`src/rtl/pixout_pkg.sv`:
```
package pixout_pkg;

    localparam int unsigned PIX_W   = 14;
    localparam int unsigned PIX_LAT = 9;

    typedef enum logic [1:0] {
        MODE_STBY    = 2'd0,
        MODE_ACT_A   = 2'd1,
        MODE_ACT_TST = 2'd2,
        MODE_ACT_B   = 2'd3
    } opmode_e;

    // One pipeline slot: the word and the blanking decision made on entry
    typedef struct packed {
        logic [PIX_W-1:0] word;
        logic             blank;
    } pix_t;

    function automatic logic [PIX_W-1:0] apply_blank(pix_t p);
        return p.blank ? '0 : p.word;
    endfunction

endpackage

```
`src/rtl/pixout_ctrl.sv`:
```
module pixout_ctrl
    import pixout_pkg::*;
(
    input  logic [1:0] op_mode,
    input  logic       out_dis,
    input  logic       blank_in,
    input  logic       clamp_in,
    output logic       stby,
    output logic       adv,
    output logic       oe,
    output logic       blank_eff
);

    opmode_e mode;

    always_comb begin
        mode      = opmode_e'(op_mode);
        stby      = (mode == MODE_STBY);
        adv       = !stby;
        oe        = !out_dis;
        // Clamp window has priority over preblanking
        blank_eff = blank_in && !clamp_in;
    end

endmodule

```
`src/rtl/pixout_pipe.sv`:
```
module pixout_pipe
    import pixout_pkg::*;
#(
    parameter int unsigned DEPTH = PIX_LAT
)(
    input  logic clk,
    input  logic rst,
    input  logic adv,
    input  pix_t head_in,
    output pix_t head_o,
    output pix_t tail_o
);

    localparam int unsigned LAST = DEPTH - 1;

    for (genvar i = 0; i < DEPTH; i++) begin : g_stg
        pix_t q;
        if (i == 0) begin : g_first
            always_ff @(posedge clk) begin
                if (rst)      q <= '0;
                else if (adv) q <= head_in;
            end
        end else begin : g_next
            always_ff @(posedge clk) begin
                if (rst)      q <= '0;
                else if (adv) q <= g_stg[i-1].q;
            end
        end
    end

    assign head_o = g_stg[0].q;
    assign tail_o = g_stg[LAST].q;

    AST_HOLD_IN_STANDBY: assert property (@(posedge clk) disable iff (rst)
        !adv |=> $stable(tail_o));

    AST_RESET_CLEARS: assert property (@(posedge clk) disable iff (rst)
        $past(rst) |-> (tail_o == '0 && head_o == '0));

endmodule

```
`src/rtl/pixout_out.sv`:
```
module pixout_out
    import pixout_pkg::*;
(
    input  logic             stby,
    input  pix_t             tail,
    output logic [PIX_W-1:0] word_o
);

    always_comb begin
        if (stby) word_o = '0;
        else      word_o = apply_blank(tail);
    end

endmodule

```
`src/rtl/pixout_stage.sv`:
```
module pixout_stage
    import pixout_pkg::*;
#(
    parameter int unsigned LAT = PIX_LAT
)(
    input  logic             clk,
    input  logic             rst,
    input  logic [PIX_W-1:0] samp_in,
    input  logic             blank_in,
    input  logic             clamp_in,
    input  logic [1:0]       op_mode,
    input  logic             out_dis,
    output logic [PIX_W-1:0] dbus,
    output logic             bus_oe,
    output logic             stby_o
);

    logic stby, adv, oe, blank_eff;
    pix_t entry, head, tail;

    pixout_ctrl u_ctrl (
        .op_mode   (op_mode),
        .out_dis   (out_dis),
        .blank_in  (blank_in),
        .clamp_in  (clamp_in),
        .stby      (stby),
        .adv       (adv),
        .oe        (oe),
        .blank_eff (blank_eff)
    );

    always_comb begin
        entry.word  = samp_in;
        entry.blank = blank_eff;
    end

    pixout_pipe #(.DEPTH(LAT)) u_pipe (
        .clk     (clk),
        .rst     (rst),
        .adv     (adv),
        .head_in (entry),
        .head_o  (head),
        .tail_o  (tail)
    );

    pixout_out u_out (
        .stby   (stby),
        .tail   (tail),
        .word_o (dbus)
    );

    assign bus_oe = oe;
    assign stby_o = stby;

    AST_STANDBY_ZERO: assert property (@(posedge clk) disable iff (rst)
        (op_mode == 2'd0) |-> (dbus == '0 && stby_o));

    AST_CLAMP_OVER_BLANK: assert property (@(posedge clk) disable iff (rst)
        (clamp_in && op_mode != 2'd0) |=> !head.blank);

    AST_RELEASE_BUS: assert property (@(posedge clk) disable iff (rst)
        out_dis |-> !bus_oe);

endmodule

```
`config.mk`:
```
export PLATFORM = sky130hd
export DESIGN_NAME = pixout_stage
export DESIGN_NICKNAME = d
export VERILOG_FILES = /design/src/rtl/pixout_pkg.sv /design/src/rtl/pixout_ctrl.sv /design/src/rtl/pixout_pipe.sv /design/src/rtl/pixout_out.sv /design/src/rtl/pixout_stage.sv
export SDC_FILE = /design/constraint.sdc
export NUM_CORES = 1
export LEC_CHECK = 0
export BUFFER_PORTS_ARGS = -buffer_cell sky130_fd_sc_hd__buf_4
export CORE_ASPECT_RATIO = 0.8
export CORE_UTILIZATION = 30
export DETAILED_ROUTE_END_ITERATION = 8
export GPL_TIMING_DRIVEN = 0
export PLACE_DENSITY = 0.51
export SYNTH_ARGS = -nofsm -noshare
export SYNTH_HDL_FRONTEND = slang
export SYNTH_SLANG_ARGS = --single-unit
```
`constraint.sdc`:
```
create_clock -name clk -period 2.2 [get_ports clk]
set_clock_uncertainty 0.1 [all_clocks]
set_input_delay 0.44 -clock clk [delete_from_list [all_inputs] [get_ports clk]]
set_output_delay 0.44 -clock clk [all_outputs]
set_load 0.01 [all_outputs]
```
==> results_tabular.tex, run 1 <==
\begin{tabular}{lr}
\hline
Metric & Value \\
\hline
\multicolumn{2}{l}{\textbf{Synthesis}} \\
\quad Sequential fraction of the synthesis area & 56.1\% \\
\quad Cell Area, Synth & 4810 um2 \\
\quad Leading area contributor after synthesis & dfxtp\_1 \\
\quad Post-synthesis cell type count & 15 \\
\quad Register bit count reported by yosys & 135 \\
\quad Total number of yosys warnings & 0 \\
\quad Avg Cell Area, Syn & 7.97 um2 \\
\quad Post-synth net total & 625 \\
\quad Top cells by area, synth & dfxtp\_1 (56\%), nand2\_1 (21\%), a21oi\_1 (14\%) \\
\quad Share of the synthesized area in the top cell type & 56.1\% \\
\quad Number of cells produced by synthesis & 604 \\
\multicolumn{2}{l}{\textbf{Place}} \\
\quad Final weighted congestion in routability-driven placement & 0.743 \\
\quad Count of placed standard cells including taps & 854 \\
\quad DPL Wire Length & 7450 um \\
\quad Input/output buffers & 35 \\
\quad Worst setup slack after placement & -43.8 ps \\
\multicolumn{2}{l}{\textbf{GRT}} \\
\quad Largest net degree at the start of global routing & 17 \\
\quad Number of global-route vias before repair & 3763 \\
\quad Wire length of the first global-routing pass & 17800 um \\
\quad Number of antenna violations at the first check in global routing & 0 \\
\quad Global-route usage over all layers & 13.8\% \\
\quad Remaining global-route overflow & 0 \\
\multicolumn{2}{l}{\textbf{Layout}} \\
\quad Number of fill cells & 1673 \\
\quad Total area of multi-input combinational cells & 1800 um2 \\
\quad Register Area & 2700 um2 \\
\quad Layout net count & 681 \\
\quad Utilization after layout & 37.8\% \\
\quad Inserted Diodes & 0 \\
\quad Layout cell share with drive strength beyond 1 & 14.1\% \\
\quad Commonest cells after routing, fill and taps aside & nand2\_1 (269), a21oi\_1 (135), dfxtp\_1 (135) \\
\quad Most common cell after layout, fill and taps aside & nand2\_1 \\
\quad Post-route insts no fill & 888 \\
\quad Area added between synthesis and finish & 23.6\% \\
\multicolumn{2}{l}{\textbf{Clock tree}} \\
\quad Depth of the CTS H-tree & 4 \\
\quad Number of buffers added to fix hold violations after cts & 0 \\
\quad Root buffer cell & clkbuf\_16 \\
\quad Clk Latency, worst-skew pair & 410 ps \\
\quad Clk slew on worst S/H paths & 60 ps \\
\quad CTS Buf Count & 17 \\
\quad Total clock sinks & 135 \\
\quad CTS tree & done \\
\quad Clock tree buffer depth & 2 \\
\multicolumn{2}{l}{\textbf{Power}} \\
\quad Share of total power in the clock network & 49.4\% \\
\quad Total power draw & 5.48 mW \\
\quad Design internal power & 4.21 mW \\
\quad Total net switching power & 1.27 mW \\
\quad Combinational cell fraction of total power & 4.8\% \\
\quad VDD IR max & 0.579 mV \\
\quad Sequential cell fraction of total power & 45.8\% \\
\quad Power per Cell Area & 921 nW/um2 \\
\quad Leakage power & 2.08 nW \\
\quad Sw Share & 23.2\% \\
\multicolumn{2}{l}{\textbf{Timing}} \\
\quad Minimum period implied by the final worst setup slack & 2110 ps \\
\quad Worst-Margin Slew & 564 ps \\
\quad Min setup slack post-route & 91.9 ps \\
\quad Highest clock rate & 474 MHz \\
\quad Worst hold slack & 182 ps \\
\quad Setup repair after global routing missed its margin & no \\
\quad Fin. max-slew vios & 0 \\
\quad Tcrit/Tclk final & 95.8\% \\
\quad Final setup violation count & 0 \\
\quad Final hold violations & 0 \\
\quad Headroom to the max-slew limit & 62.4\% \\
\multicolumn{2}{l}{\textbf{Floorplanning}} \\
\quad Core Region & 15700 um2 \\
\quad Vert. Die Dim & 115 um \\
\quad Horizontal extent of the die & 144 um \\
\quad Area of the die & 16600 um2 \\
\quad Top-Level Pins & 37 \\
\quad Effective utilization at floorplan & 30.6\% \\
\quad Placement row count & 41 \\
\multicolumn{2}{l}{\textbf{Drt}} \\
\quad Overall routed net length & 10500 um \\
\quad DR iter-0 viols & 89 \\
\quad Detailed Routing Iterations Pass 1 & 4 \\
\quad DRC Markers & 0 \\
\quad Wire length per cell & 11.8 um \\
\quad Overall via count from detail\_route & 3856 \\
\quad Vias per Instance & 4.34 \\
\quad Routed Antenna Nets & 0 \\
\multicolumn{2}{l}{\textbf{Outcome}} \\
\quad Outcome & finished clean \\
\multicolumn{2}{l}{\textbf{Worst setup path}} \\
\quad Biggest fanout along the worst timing path & 10 \\
\quad Endpoint kind of the worst setup timing path & primary output \\
\quad Start-to-end type of the worst setup path & input port to primary output \\
\quad Data arrival time of the critical path & 1570 ps \\
\quad Required time at the worst-slack endpoint & 1660 ps \\
\quad Startpoint class of the critical path & input port \\
\multicolumn{2}{l}{\textbf{Min path}} \\
\quad Path class of the lowest-slack min-delay path & input port to flip-flop \\
\multicolumn{2}{l}{\textbf{Flow run}} \\
\quad Max capacitance violation total & 0 \\
\hline
\end{tabular}
path summary, 6_finish.rpt:
check                                                   startpoint                                 end  slack, ps  cells past startpoint
worst max-delay path                                    op_mode[1]                            dbus[10]         90                      9
worst min-delay path                                    samp_in[0]       u_pipe.head_o[1]$_SDFFE_PP0P_        180                      3
worst max register to register  u_pipe.g_stg[3].q[14]$_SDFFE_PP0P_  u_pipe.g_stg[4].q[14]$_SDFFE_PP0P_       1460                      2
worst min register to register       u_pipe.tail_o[9]$_SDFFE_PP0P_       u_pipe.tail_o[9]$_SDFFE_PP0P_        350                      2
Yosys cell counts, drive strengths merged:
master,instances
nand2,269
a21oi,135
dfxtp,135
buf,25
clkbuf,21
and2,14
clkinv,1
inv,1
nand3b,1
nor2,1
or2,1
cell type report:
cell class | count | area share, %
buffer | 46 | 5.34
clock buffer | 19 | 7.61
clock inverter | 13 | 2.06
inverter | 2 | 0.147
multi-input combinational | 421 | 30.2
sequential | 135 | 45.4
tap | 215 | 4.52
timing repair buffer | 37 | 4.67
power by group through the flow:
stage                     combinational [mW]  sequential (mW)  clock (mW)
after floorplan                        0.176             2.56           0
after global placement                 0.260             2.56           0
after detailed placement               0.264             2.56           0
after CTS                              0.269             2.51        2.75
after global routing                   0.299             2.51        2.88
final                                  0.265             2.51        2.71
critical path, stage by stage:
cell and delay, ps:
buf_4 100, or2_1 230, buf_6 150, clkinv_2 70
buf_12 110, nor2_4 40, buf_6 130, and2_1 160
buf_4 140
cell families (layout without fill, tap and decap cells):
group / count (synthesis) / count (layout) / synth area share [%]
simple gates: 286 / 286 / 23.2
compound gates: 135 / 135 / 14.0
flops: 135 / 135 / 56.1
buf+inv: 48 / 117 / 6.60
state kept, by name, summed over array words and instances (netlist names):
| register | count |
|---|---|
| u_pipe.g_stg.q | 105 |
| u_pipe.head_o | 15 |
| u_pipe.tail_o | 15 |
per-layer routing:
metal / GRT usage [%] / up-vias / part of all wire [%]
li1: - / 2052 / -
met1: 17.7 / 1749 / 51
met2: 22.2 / 43 / 46
met3: 2.87 / 12 / 2.5
met4: 6.38 / 0 / 1.2
met5: 0 / - / 0
timing repair:
item                       4_1_cts  5_1_grt
pin swaps                        0        0
gates cloned                     0        0
buffers inserted                 2        0
setup endpoints to repair       10       10
gates resized for setup          1        2
through the flow:
step | setup TNS [ps] | cell area, um2
4_1_cts | 0 | 5940
6_report | 0 | 5950
3_3_place_gp | -425 | 5350
5_1_grt | 0 | 5950
2_1_floorplan | 0 | 4810
3_5_place_dp | -392 | 5350
(Power assumes the default switching activity.)
==> inputs of run 2 (changes only) <==
--- a/config.mk
+++ b/config.mk
@@ -10,7 +10,9 @@
 export CORE_UTILIZATION = 30
 export DETAILED_ROUTE_END_ITERATION = 8
 export GPL_TIMING_DRIVEN = 0
+export MAX_ROUTING_LAYER = met4
 export PLACE_DENSITY = 0.51
+export RECOVER_POWER = 100
 export SYNTH_ARGS = -nofsm -noshare
 export SYNTH_HDL_FRONTEND = slang
 export SYNTH_SLANG_ARGS = --single-unit
==> run 2 against run 1 <==
Compared with the run above:
- total power shrank 0.30%
- cell count is the same
- wire length grew 0.17%
- critical endpoint unchanged
- largest cell class unchanged
- highest routed layer unchanged
==> results_tabular.tex, run 2 (synthesized netlist as in run 1, its figures left out) <==
\begin{tabular}{lr}
\hline
Metric & Value \\
\hline
\multicolumn{2}{l}{\textbf{Worst setup path}} \\
\quad Number of buffer and inverter instances along the worst setup path & 6 \\
\quad Data arrival time of the critical path & 1570 ps \\
\quad Cell family with most CP delay & buffers and inverters \\
\quad Master of the slowest instance on the critical path & or2\_1 \\
\quad Logic depth of the worst setup path including buffers & 9 \\
\quad Biggest fanout along the worst timing path & 10 \\
\quad Start-to-end type of the worst setup path & input port to primary output \\
\quad Required time at the worst-slack endpoint & 1660 ps \\
\quad Delay contributed by the slowest stage of the critical path & 230 ps \\
\quad List of cells traversed by the critical path & clkbuf\_4 > or2\_1 > buf\_6 > clkinv\_2 > buf\_12 > nor2\_4 > buf\_6 > and2\_1 > buf\_4 \\
\quad Count of cells along the worst register-to-register path & 2 \\
\quad Endpoint kind of the worst setup timing path & primary output \\
\quad Startpoint class of the critical path & input port \\
\quad Dominant cell type by count on the critical path & buf\_6 \\
\multicolumn{2}{l}{\textbf{Timing}} \\
\quad Final hold violations & 0 \\
\quad Setup TNS & 0 ps \\
\quad Headroom to the max-slew limit & 60.2\% \\
\quad Setup repair after global routing missed its margin & no \\
\quad Minimum period implied by the final worst setup slack & 2110 ps \\
\quad Tcrit/Tclk final & 95.9\% \\
\quad Fin. max-slew vios & 0 \\
\quad Worst-Margin Slew & 597 ps \\
\quad Highest clock rate & 474 MHz \\
\quad Final setup violation count & 0 \\
\multicolumn{2}{l}{\textbf{Power}} \\
\quad Leakage power & 2.01 nW \\
\quad Combinational cell fraction of total power & 4.5\% \\
\quad Share of total power in the clock network & 49.5\% \\
\quad Power per Cell Area & 933 nW/um2 \\
\quad Design internal power & 4.19 mW \\
\quad VDD IR max & 0.568 mV \\
\quad Total net switching power & 1.27 mW \\
\quad Sequential cell fraction of total power & 45.9\% \\
\quad Sw Share & 23.3\% \\
\multicolumn{2}{l}{\textbf{Layout}} \\
\quad Flip-flop count of the largest register, all copies and words added & 105 \\
\quad Utilization after layout & 37.2\% \\
\quad Largest register by flop count & u\_pipe.g\_stg.q \\
\quad Total area of multi-input combinational cells & 1800 um2 \\
\quad Inserted Diodes & 0 \\
\quad Number of fill cells & 1684 \\
\quad Area added between synthesis and finish & 21.7\% \\
\quad Layout cell share with drive strength beyond 1 & 11.1\% \\
\quad Most common cell after layout, fill and taps aside & nand2\_1 \\
\quad Commonest cells after routing, fill and taps aside & nand2\_1 (269), a21oi\_1 (135), dfxtp\_1 (135) \\
\quad Register Area & 2700 um2 \\
\quad Layout net count & 681 \\
\multicolumn{2}{l}{\textbf{Min path}} \\
\quad Depth of the worst hold-timing path & 3 \\
\quad Path class of the lowest-slack min-delay path & input port to flip-flop \\
\multicolumn{2}{l}{\textbf{GRT}} \\
\quad Global-route usage over all layers & 14.3\% \\
\quad Global Route met3 Usage & 3.50\% \\
\quad Layer with the highest usage after global routing & met2 \\
\quad Wire length of the first global-routing pass & 17700 um \\
\quad Met1 usage & 17.7\% \\
\quad Met2 usage & 22.2\% \\
\quad Largest net degree at the start of global routing & 17 \\
\quad Number of antenna violations at the first check in global routing & 0 \\
\quad Number of global-route vias before repair & 3763 \\
\quad Remaining global-route overflow & 0 \\
\multicolumn{2}{l}{\textbf{Floorplanning}} \\
\quad Placement row count & 41 \\
\quad Top-Level Pins & 37 \\
\quad Vert. Die Dim & 115 um \\
\quad Effective utilization at floorplan & 30.6\% \\
\quad Area of the die & 16600 um2 \\
\quad Core Region & 15700 um2 \\
\quad Horizontal extent of the die & 144 um \\
\multicolumn{2}{l}{\textbf{Clock tree}} \\
\quad CTS tree & done \\
\quad Clk slew on worst S/H paths & 60 ps \\
\quad Clk Latency, worst-skew pair & 410 ps \\
\quad Clock tree buffer depth & 2 \\
\quad Root buffer cell & clkbuf\_16 \\
\quad Total clock sinks & 135 \\
\quad CTS Buf Count & 17 \\
\quad Depth of the CTS H-tree & 4 \\
\multicolumn{2}{l}{\textbf{Drt}} \\
\quad Vias per Instance & 4.33 \\
\quad Routed Antenna Nets & 0 \\
\quad Overall via count from detail\_route & 3848 \\
\quad DRC Markers & 0 \\
\quad Overall routed net length & 10500 um \\
\quad Detailed Routing Iterations Pass 1 & 4 \\
\quad DR iter-0 viols & 81 \\
\quad Wire length per cell & 11.8 um \\
\multicolumn{2}{l}{\textbf{Outcome}} \\
\quad Outcome & finished clean \\
\multicolumn{2}{l}{\textbf{Place}} \\
\quad Input/output buffers & 35 \\
\quad Final weighted congestion in routability-driven placement & 0.753 \\
\quad DPL Wire Length & 7450 um \\
\multicolumn{2}{l}{\textbf{Flow run}} \\
\quad Max capacitance violation total & 0 \\
\hline
\end{tabular}
## run 2: cell count changes in the layout (fill, tap and decap cells not counted)
cell	change
buf_4	-7
clkbuf_1	+20
buf_6	-8
clkbuf_4	+1
buf_2	-6
## run 2: final cells by class
cell class / count / area share (%)
plain buffers: 46 / 4.27
clock buffers: 19 / 7.73
clock inverters: 13 / 2.09
inverters: 2 / 0.149
multi-input cells: 421 / 30.7
flip-flops and latches: 135 / 46.1
well taps: 215 / 4.59
repair buffers: 37 / 4.36
## run 2: worst paths after layout
path,endpoint,startpoint,slack (ps)
worst max-delay path,dbus[10],op_mode[1],90
worst min-delay path,u_pipe.head_o[1]$_SDFFE_PP0P_,samp_in[0],180
worst max register to register,u_pipe.g_stg[4].q[14]$_SDFFE_PP0P_,u_pipe.g_stg[3].q[14]$_SDFFE_PP0P_,1470
worst min register to register,u_pipe.tail_o[9]$_SDFFE_PP0P_,u_pipe.tail_o[9]$_SDFFE_PP0P_,350
## run 2: power by group through the flow
stage                     logic, mW  registers (mW)  clock network [mW]
final                         0.248            2.51                2.71
after floorplan               0.176            2.56                   0
after detailed placement      0.264            2.56                   0
after global routing          0.282            2.51                2.89
after CTS                     0.269            2.51                2.75
after global placement        0.260            2.56                   0
## run 2: what timing repair did
action,4_1_cts,5_1_grt
endpoints found under the setup margin,10,10
buffers inserted,2,0
hold buffers,0,0
resized for setup,1,2
pin swaps,0,0
## run 2: through the flow
stage                     instances  cell area (um2)  total power [mW]  hold slack [ps]  worst slack, ps
final                           888             5860              5.46              176             91.3
after global routing            888             5860              5.68              166             6.78
after CTS                       888             5940              5.53              166             7.88
after detailed placement        854             5350              2.83              345            -43.8
after global placement          854             5350              2.82              335            -46.7
after floorplan                 604             4810              2.73              327              316
## run 2: routing by layer
metal / part of all wire (%) / routed length [um]
met1: 51 / 5310
met2: 45 / 4780
met3: 2.9 / 309
met4: 0.96 / 101
met5: 0 / 0
## run 2: worst register-to-register path, cell delays in order (launching register included)
cell and delay (ps):
dfxtp_1 350, nand2_1 60, a21oi_1 150
